==> config.mk <==
export PLATFORM = sky130hd
export DESIGN_NAME = cop_resp_seq
export DESIGN_NICKNAME = d
export VERILOG_FILES = /design/src/rtl/cps_pkg.sv /design/src/rtl/cps_decode.sv /design/src/rtl/cps_fsm.sv /design/src/rtl/cps_outdrv.sv /design/src/rtl/cop_resp_seq.sv
export SDC_FILE = /design/constraint.sdc
export NUM_CORES = 1
export LEC_CHECK = 0
export ABC_CLOCK_PERIOD_IN_PS = 6400
export BUFFER_PORTS_ARGS = -buffer_cell sky130_fd_sc_hd__buf_2
export CAP_MARGIN = 20
export CORE_ASPECT_RATIO = 0.7
export CORE_MARGIN = 4
export CORE_UTILIZATION = 36
export DETAILED_ROUTE_END_ITERATION = 16
export GPL_TIMING_DRIVEN = 0
export SKIP_CTS_REPAIR_TIMING = 1
export SLEW_MARGIN = 20
export SYNTH_ARGS = -nofsm -noshare
export SYNTH_HDL_FRONTEND = slang
export SYNTH_HIERARCHICAL = 1
export SYNTH_SLANG_ARGS = --single-unit
export TNS_END_PERCENT = 50
==> constraint.sdc <==
create_clock -name clk -period 6.4 [get_ports clk]
set_input_delay 1.28 -clock clk [delete_from_list [all_inputs] [get_ports clk]]
set_output_delay 1.28 -clock clk [all_outputs]
set_load 0.02 [all_outputs]
==> src/rtl/cps_pkg.sv <==
package cps_pkg;
    typedef enum logic [2:0] {
        S_IDLE, S_READ_RESP, S_PASS_PC, S_SERVICE, S_EXCEPTION, S_DONE
    } cps_state_t;

    localparam int WORD_W   = 16;
    localparam int CODE_W   = 13;
    localparam int BIT_CA   = 15;
    localparam int BIT_PC   = 14;
    localparam int BIT_DR   = 13;

    localparam logic [1:0] SEL_RESP  = 2'd0;
    localparam logic [1:0] SEL_IADDR = 2'd1;

    localparam logic [4:0] TY_NULL    = 5'd0;
    localparam logic [4:0] TY_RELEASE = 5'd1;
    localparam logic [4:0] TY_XFER    = 5'd2;

    localparam logic EXC_EMUL  = 1'b0;
    localparam logic EXC_PROTO = 1'b1;
endpackage

==> src/rtl/cps_decode.sv <==
module cps_decode
    import cps_pkg::*;
(
    input  logic [WORD_W-1:0] word,
    output logic              ok,
    output logic              kind
);
    logic [4:0] ty;
    logic [7:0] len;

    always_comb begin
        ty   = word[12:8];
        len  = word[7:0];
        ok   = 1'b0;
        kind = EXC_EMUL;
        unique case (ty)
            TY_NULL: ok = 1'b1;
            TY_RELEASE: begin
                ok   = !word[BIT_CA];
                kind = EXC_PROTO;
            end
            TY_XFER: begin
                ok   = (len != 8'd0);
                kind = EXC_PROTO;
            end
            default: begin
                ok   = 1'b0;
                kind = EXC_EMUL;
            end
        endcase
    end
endmodule

==> src/rtl/cps_fsm.sv <==
module cps_fsm
    import cps_pkg::*;
#(
    parameter int AW = 32
) (
    input  logic              clk,
    input  logic              rst_n,
    input  logic              start,
    input  logic [AW-1:0]     instr_addr,
    input  logic              bus_ack,
    input  logic [WORD_W-1:0] bus_rdata,
    input  logic              svc_done,
    input  logic              dec_ok,
    input  logic              dec_kind,
    output logic [WORD_W-1:0] dec_word,
    output cps_state_t        state,
    output logic [WORD_W-1:0] word_q,
    output logic [AW-1:0]     ia_q
);
    cps_state_t nxt;

    assign dec_word = (state == S_READ_RESP) ? bus_rdata : word_q;

    always_comb begin
        nxt = state;
        unique case (state)
            S_IDLE:      if (start) nxt = S_READ_RESP;
            S_READ_RESP: if (bus_ack) begin
                if (bus_rdata[BIT_PC]) nxt = S_PASS_PC;
                else                   nxt = dec_ok ? S_SERVICE : S_EXCEPTION;
            end
            S_PASS_PC:   if (bus_ack) nxt = dec_ok ? S_SERVICE : S_EXCEPTION;
            S_SERVICE:   if (svc_done) nxt = word_q[BIT_CA] ? S_READ_RESP : S_DONE;
            S_EXCEPTION: nxt = S_IDLE;
            S_DONE:      nxt = S_IDLE;
            default:     nxt = S_IDLE;
        endcase
    end

    always_ff @(posedge clk or negedge rst_n) begin
        if (!rst_n) begin
            state  <= S_IDLE;
            word_q <= '0;
            ia_q   <= '0;
        end else begin
            state <= nxt;
            if (state == S_IDLE && start)     ia_q   <= instr_addr;
            if (state == S_READ_RESP && bus_ack) word_q <= bus_rdata;
        end
    end

    logic unused_kind;
    assign unused_kind = dec_kind;

    AST_REQ_HOLD: assert property (@(posedge clk) disable iff (!rst_n)
        ((state == S_READ_RESP || state == S_PASS_PC) && !bus_ack) |=> $stable(state));
    AST_PC_FIRST: assert property (@(posedge clk) disable iff (!rst_n)
        (state == S_READ_RESP && bus_ack && bus_rdata[BIT_PC]) |=> state == S_PASS_PC);
    AST_CA_REREAD: assert property (@(posedge clk) disable iff (!rst_n)
        (state == S_SERVICE && svc_done && word_q[BIT_CA]) |=> state == S_READ_RESP);
    AST_NOCA_DONE: assert property (@(posedge clk) disable iff (!rst_n)
        (state == S_SERVICE && svc_done && !word_q[BIT_CA]) |=> state == S_DONE);
    AST_DONE_PULSE: assert property (@(posedge clk) disable iff (!rst_n)
        (state == S_DONE) |=> state == S_IDLE);
    AST_EXC_PULSE: assert property (@(posedge clk) disable iff (!rst_n)
        (state == S_EXCEPTION) |=> state == S_IDLE);
endmodule

==> src/rtl/cps_outdrv.sv <==
module cps_outdrv
    import cps_pkg::*;
#(
    parameter int AW = 32
) (
    input  logic              clk,
    input  logic              rst_n,
    input  cps_state_t        state,
    input  logic [WORD_W-1:0] word_q,
    input  logic [AW-1:0]     ia_q,
    input  logic              dec_kind,
    input  logic              bus_ack,
    output logic              bus_req,
    output logic              bus_we,
    output logic [1:0]        bus_sel,
    output logic [AW-1:0]     bus_wdata,
    output logic              svc_req,
    output logic [CODE_W-1:0] svc_code,
    output logic              svc_dir,
    output logic              exc_valid,
    output logic              exc_kind,
    output logic              done
);
    always_comb begin
        bus_req   = 1'b0;
        bus_we    = 1'b0;
        bus_sel   = SEL_RESP;
        bus_wdata = '0;
        svc_req   = 1'b0;
        svc_code  = '0;
        svc_dir   = 1'b0;
        exc_valid = 1'b0;
        exc_kind  = EXC_EMUL;
        done      = 1'b0;
        unique case (state)
            S_IDLE: ;
            S_READ_RESP: bus_req = 1'b1;
            S_PASS_PC: begin
                bus_req   = 1'b1;
                bus_we    = 1'b1;
                bus_sel   = SEL_IADDR;
                bus_wdata = ia_q;
            end
            S_SERVICE: begin
                svc_req  = 1'b1;
                svc_code = word_q[CODE_W-1:0];
                svc_dir  = word_q[BIT_DR];
            end
            S_EXCEPTION: begin
                exc_valid = 1'b1;
                exc_kind  = dec_kind;
            end
            S_DONE: done = 1'b1;
            default: ;
        endcase
    end

    AST_ONE_ACTIVITY: assert property (@(posedge clk) disable iff (!rst_n)
        $onehot0({bus_req, svc_req, exc_valid, done}));
    AST_BUS_STABLE: assert property (@(posedge clk) disable iff (!rst_n)
        (bus_req && !bus_ack) |=> (bus_req && $stable(bus_we) && $stable(bus_sel)));
    AST_EXC_NO_SVC: assert property (@(posedge clk) disable iff (!rst_n)
        exc_valid |=> !exc_valid && !svc_req);
endmodule

==> src/rtl/cop_resp_seq.sv <==
module cop_resp_seq
    import cps_pkg::*;
#(
    parameter int AW = 32
) (
    input  logic          clk,
    input  logic          rst_n,
    input  logic          start,
    input  logic [AW-1:0] instr_addr,
    output logic          bus_req,
    output logic          bus_we,
    output logic [1:0]    bus_sel,
    output logic [AW-1:0] bus_wdata,
    input  logic          bus_ack,
    input  logic [15:0]   bus_rdata,
    output logic          svc_req,
    output logic [12:0]   svc_code,
    output logic          svc_dir,
    input  logic          svc_done,
    output logic          exc_valid,
    output logic          exc_kind,
    output logic          done
);
    cps_state_t        state;
    logic [WORD_W-1:0] word_q;
    logic [WORD_W-1:0] dec_word;
    logic [AW-1:0]     ia_q;
    logic              dec_ok;
    logic              dec_kind;

    cps_decode u_dec (
        .word (dec_word),
        .ok   (dec_ok),
        .kind (dec_kind)
    );

    cps_fsm #(.AW(AW)) u_fsm (
        .clk        (clk),
        .rst_n      (rst_n),
        .start      (start),
        .instr_addr (instr_addr),
        .bus_ack    (bus_ack),
        .bus_rdata  (bus_rdata),
        .svc_done   (svc_done),
        .dec_ok     (dec_ok),
        .dec_kind   (dec_kind),
        .dec_word   (dec_word),
        .state      (state),
        .word_q     (word_q),
        .ia_q       (ia_q)
    );

    cps_outdrv #(.AW(AW)) u_out (
        .clk       (clk),
        .rst_n     (rst_n),
        .state     (state),
        .word_q    (word_q),
        .ia_q      (ia_q),
        .dec_kind  (dec_kind),
        .bus_ack   (bus_ack),
        .bus_req   (bus_req),
        .bus_we    (bus_we),
        .bus_sel   (bus_sel),
        .bus_wdata (bus_wdata),
        .svc_req   (svc_req),
        .svc_code  (svc_code),
        .svc_dir   (svc_dir),
        .exc_valid (exc_valid),
        .exc_kind  (exc_kind),
        .done      (done)
    );
endmodule

==> metrics, run 1 <==
status=completed; Total Power=~1.5 mW; GPL Wtd Cong=about 0.73; CP required=5.12 ns; crit path cell chain=nor3b_4, buf_2, mux2_2, nor3_1, and2_1, and2_1, buf_2; part of the power in the clock network=between 10 and 15%; post-route ant nets=0; Internal Power=0.9607 mW; core area=6975 µm²; Tmin final=3.971 ns; register share of total power=37.8%; Final setup viols=0; Post-Syn Area=2661 µm²; most frequent cells in the layout=buf_2, mux2_2, dfrtp_1, and2_1, and2_2; die area=between 8000 and 9000 µm²; htree depth=2; fin crit share=between 60 and 70%; clk sink count=50; Total GRT Usage=14.01%; Die Ht=79.94 µm; CTS clock-pin slew for the worst setup and hold paths=around 0.090 ns; worst hold endpoint=u_fsm/word_q[13]; setup TNS=0 ns; Worst slew margin=56.13%; placed cell count=412; I/O Buffers=105; YS warnings=6; pin count of the biggest net entering global routing=just over 50; switching portion of total power=between 30% and 40%; flop2flop setup slack=3.12 ns; crit end category=output port; RSZ-0062 raised after global routing=false; worst hold slack=0.4903 ns; hold crit path type=flip-flop to flip-flop; switching power=0.5369 mW; WP data arrival=between 2 and 3 ns; vias in the first global route=about 2.0k; first-pass GRT wire length=approximately 10 mm; r2r endpoint=u_fsm/state[2]; layout cells sized above 1=60.12%; PwrDens=438.9 nW/µm²; final hold violations=0; die width=between 100 and 150 µm; Comb power frac=around 48%; Setup crit start kind=flip-flop; Syn Area/Cell=about 12 µm²; Non-Filler Instances=420; WS Path Type=flip-flop to output port; antenna cells=0; DRC Markers=0; reg2reg start=u_fsm/state[0]; actual slew at the worst max-slew pin=about 0.66 ns; final core utilization=48.91%; routed vias/inst=4.600; crit-path max cell delay=0.58 ns; Fill cells=between 600 and 700; reg2reg path depth=8; hold depth=1; Max VDD drop=0.1508 mV; root buffer cell=clkbuf_8; Total Wirelength=5.992 mm; commonest non-fill, non-tap cell in the layout=buf_2; DRT Pass-1 Iters=4; clock buffer depth=2; leak pwr=1.707 nW; Mapped Cells=213; syn_nets=266; Crit Path Max Fanout=8; Post-DP HPWL=4.583 mm; via count=1932; clock latency at the later pin of the worst-skew pair=approximately 0.3 ns; IO Count=around 110; critical path's slowest cell=dfrtp_1; Achievable Freq=between 200 and 300 MHz; Fin Clk Skew=0.006338 ns; max-cap violations=0; Overflow after GRT=0; initial antenna violation count=0; beginning of the worst hold path=u_fsm/word_q[13]; CTS tree=done; area delta synth->final=28.21%; Starting DRT DRC Count=94; FP Rows=25; Num CTS Buffers=5; nets@finish=~380; Routed WL per cell=between 10 and 15 µm; Initial Util=between 30% and 40%; max-slew violation count=0
==> area by class of cell <==
class                      instances  area (µm²)  share of cell area [%]
inverter                           2       7.507                  0.2200
multi-input combinational        147        1289                   37.77
tap                               94       117.6                   3.447
clock inverter                     1       8.758                  0.2567
sequential                        50        1251                   36.67
clock buffer                       7       96.34                   2.824
timing repair buffer             105       528.0                   15.47
buffer                            14       113.9                   3.337
==> power groups by stage <==
stage	logic, mW	registers, mW	clock network [mW]
2_1_floorplan	0.567	0.550	0
3_3_place_gp	0.726	0.567	0
3_5_place_dp	0.735	0.577	0
4_1_cts	0.736	0.569	0.217
5_1_grt	0.801	0.597	0.234
6_report	0.724	0.567	0.207
==> state kept, by name, indices dropped and copies added, names as in the netlist <==
signal        count
u_fsm/ia_q       32
u_fsm/word_q     15
u_fsm/state       3
==> how the worst max path moves through the flow <==
stage	endpoint	slack [ns]	cells after the start	start
6_report	exc_kind	2.43	7	u_fsm/state[0]
3_3_place_gp	exc_kind	2.73	7	u_fsm/state[0]
3_5_place_dp	exc_kind	2.71	8	u_fsm/state[1]
4_1_cts	exc_kind	2.36	7	u_fsm/state[0]
5_1_grt	exc_kind	2.22	7	u_fsm/state[0]
2_1_floorplan	exc_kind	3.04	4	bus_rdata[12]
==> metal layers <==
metal	vias up	global-route usage, %	wire length [µm]
met3	2	3.636	339
li1	956	-	-
met1	923	19.40	2949
met5	-	0	0
met2	51	21.85	2655
met4	0	3.690	47
==> per-stage QoR <==
stage          worst slack [ns]  instance area (µm²)
2_1_floorplan             3.042                 2661
3_3_place_gp              2.728                 3304
3_5_place_dp              2.709                 3307
4_1_cts                   2.359                 3412
5_1_grt                   2.222                 3412
6_report                  2.429                 3412
==> worst max-delay path: cells and delay by family, from the launching register on <==
kind	cells	cell delay (ns)
multiplexers	1	0.35
flip-flops	1	0.58
AND/OR/NAND/NOR	4	1.01
buffers and inverters	2	0.46
Power figures use the tool's default switching activity.
==> run 2, diff against run 1 <==
--- a/config.mk
+++ b/config.mk
@@ -5,7 +5,7 @@
 export SDC_FILE = /design/constraint.sdc
 export NUM_CORES = 1
 export LEC_CHECK = 0
-export ABC_CLOCK_PERIOD_IN_PS = 6400
+export ABC_CLOCK_PERIOD_IN_PS = 3500
 export BUFFER_PORTS_ARGS = -buffer_cell sky130_fd_sc_hd__buf_2
 export CAP_MARGIN = 20
 export CORE_ASPECT_RATIO = 0.7
==> constraint.sdc (replaced) <==
create_clock -name clk -period 3.5 [get_ports clk]
set_input_delay 0.7 -clock clk [delete_from_list [all_inputs] [get_ports clk]]
set_output_delay 0.7 -clock clk [all_outputs]
set_load 0.02 [all_outputs]
==> run 2 against run 1 <==
Net effect:
- clock skew barely moved
- sequential power rose by 83%
- register-to-register slack got worse by 2.8 ns
- sequential cell count did not move
- combinational power rose by 89%
- non-clock buffer count rose by 5
- critical path depth rose by 1
- total power rose by 86%
- largest cell class unchanged
==> metrics, run 2 (synthesis gave the netlist of run 1 again) <==
Total GRT Usage=14.01% (unchanged); Fin Clk Skew=0.006224 ns (was 0.006338 ns); RSZ-0062 raised after global routing=false (unchanged); Achievable Freq=304.8 MHz; vias in the first global route=2008 (unchanged); dpl ws=0.2234 ns (was 2.709 ns); Post-DP HPWL=4.583 mm (unchanged); via count=1960 (was 1932); die width=110.8 µm (unchanged); CTS clock-pin slew for the worst setup and hold paths=0.09 ns (about the same); I/O Buffers=105 (unchanged); final hold violations=0 (unchanged); root buffer cell=clkbuf_8 (unchanged); flop2flop setup slack=0.33 ns (was 3.12 ns); htree depth=2 (unchanged); Num CTS Buffers=5 (unchanged); Worst slew margin=56.01% (was 56.13%); Total Wirelength=6.040 mm (was 5.992 mm); Max VDD drop=0.3005 mV (was 0.1508 mV); FP Rows=25 (unchanged); area delta synth->final=29.62% (was 28.21%); CP required=2.80 ns (was 5.12 ns); reg2reg path depth=9 (was 8); Non-Filler Instances=425 (was 420); pin count of the biggest net entering global routing=51 (unchanged); Crit Path Max Fanout=8 (unchanged); GPL Wtd Cong=0.7302 (unchanged); actual slew at the worst max-slew pin=0.6598 ns (was 0.6580 ns); r2r endpoint=u_fsm/state[2] (unchanged); Setup WS post-layout=0.2191 ns (was 2.429 ns); end of the critical path=exc_kind (unchanged); max-cap violations=0 (unchanged); Overflow after GRT=0 (unchanged); crit end category=output port (unchanged); multi-input logic area=1289 µm² (unchanged); top flop regs=u_fsm/ia_q x32, u_fsm/word_q x15, u_fsm/state x3 (unchanged); most frequent cells in the layout=buf_2, mux2_2, dfrtp_1, and2_1, and2_2 (unchanged); core area=6975 µm² (unchanged); clock buffer depth=2 (unchanged); PwrDens=808.0 nW/µm² (was 438.9 nW/µm²); first-pass GRT wire length=9.963 mm (unchanged); Final setup viols=0 (unchanged); largest reg by FF count=u_fsm/ia_q (unchanged); DRC Markers=0 (unchanged); die area=8854 µm² (unchanged); routed vias/inst=4.612 (was 4.600); Initial Util=38.15% (unchanged); clk sink count=50 (unchanged); setup TNS=0 ns (unchanged); Finished Cell Area=3450 µm² (was 3412 µm²); WP data arrival=2.58 ns (was 2.69 ns); nets@finish=383 (was 378); reg2reg start=u_fsm/state[0] (unchanged); max-slew violation count=0 (unchanged); status=completed (unchanged); Routed WL per cell=14.21 µm (was 14.27 µm); CTS tree=done (unchanged); WS Path Type=flip-flop to output port (unchanged); IO Count=107 (unchanged); Starting DRT DRC Count=91 (was 94); antenna cells=0 (unchanged); worst hold slack=0.4247 ns (was 0.4903 ns); clock latency at the later pin of the worst-skew pair=0.30 ns (about the same); hold crit path type=primary input to asynchronous set/reset pin (was flip-flop to flip-flop); fin crit share=93.74%; Fill cells=678 (was 680); initial antenna violation count=0 (unchanged); placed cell count=412 (unchanged); Setup crit start kind=flip-flop (unchanged); commonest non-fill, non-tap cell in the layout=buf_2 (unchanged); final core utilization=49.45% (was 48.91%); Die Ht=79.94 µm (unchanged); Total Power=2.787 mW (was 1.498 mW); max reg flops=32 (unchanged); layout cells sized above 1=60.73% (was 60.12%); Tmin final=3.281 ns; Reg area=1251 µm² (unchanged); post-route ant nets=0 (unchanged); leak pwr=1.732 nW (was 1.707 nW); Worst Setup SP=u_fsm/state[0] (unchanged); Area after DPL=3307 µm² (unchanged); DRT Pass-1 Iters=4 (unchanged)
[run 2: cell count changes in the layout (fill, tap and decap cells not counted)]
| cell | before | now |
|---|---|---|
| buf_4 | 5 | 10 |
[run 2: cell type report]
cell class	instances	share of cell area [%]
Timing Repair Buffer	110	16.39
Clock buffer	7	2.793
Clock inverter	1	0.2539
Sequential cell	50	36.27
Tap cell	94	3.410
Inverter	2	0.2176
Multi-Input combinational cell	147	37.36
Buffer	14	3.301
[run 2: worst min-delay path by stage]
stage | startpoint | end | slack (ns) | cells after the start
2_1_floorplan | rst_n | u_fsm/ia_q[0] | 0.40 | 0
3_3_place_gp | u_fsm/word_q[13] | u_fsm/word_q[13] | 0.46 | 1
3_5_place_dp | u_fsm/word_q[13] | u_fsm/word_q[13] | 0.47 | 1
4_1_cts | rst_n | u_fsm/word_q[7] | 0.45 | 1
5_1_grt | rst_n | u_fsm/word_q[7] | 0.47 | 1
6_report | rst_n | u_fsm/word_q[4] | 0.42 | 1
[run 2: layer usage]
metal | wire (µm) | part of all wire [%] | vias to the layer above | global-route usage [%]
li1 | - | - | 967 | -
met1 | 2965 | 49 | 934 | 19.40
met2 | 2669 | 44 | 57 | 21.85
met3 | 358 | 5.9 | 2 | 3.636
met4 | 47 | 0.78 | 0 | 3.690
met5 | 0 | 0 | - | 0
[run 2: worst max-delay path: stages (launching register included)]
cell,delay (ns)
dfrtp_1,0.58
nor3b_4,0.24
buf_4,0.18
buf_2,0.23
mux2_2,0.36
nor3_1,0.27
and2_1,0.16
and2_1,0.11
buf_2,0.16
[run 2: power breakdown]
part,internal (mW),leakage (nW),switching [mW],total (mW)
sequential,0.871,0.592,0.165,1.04
clock,0.182,0.0544,0.196,0.378
combinational,0.742,1.09,0.631,1.37
total,1.79,1.73,0.993,2.79
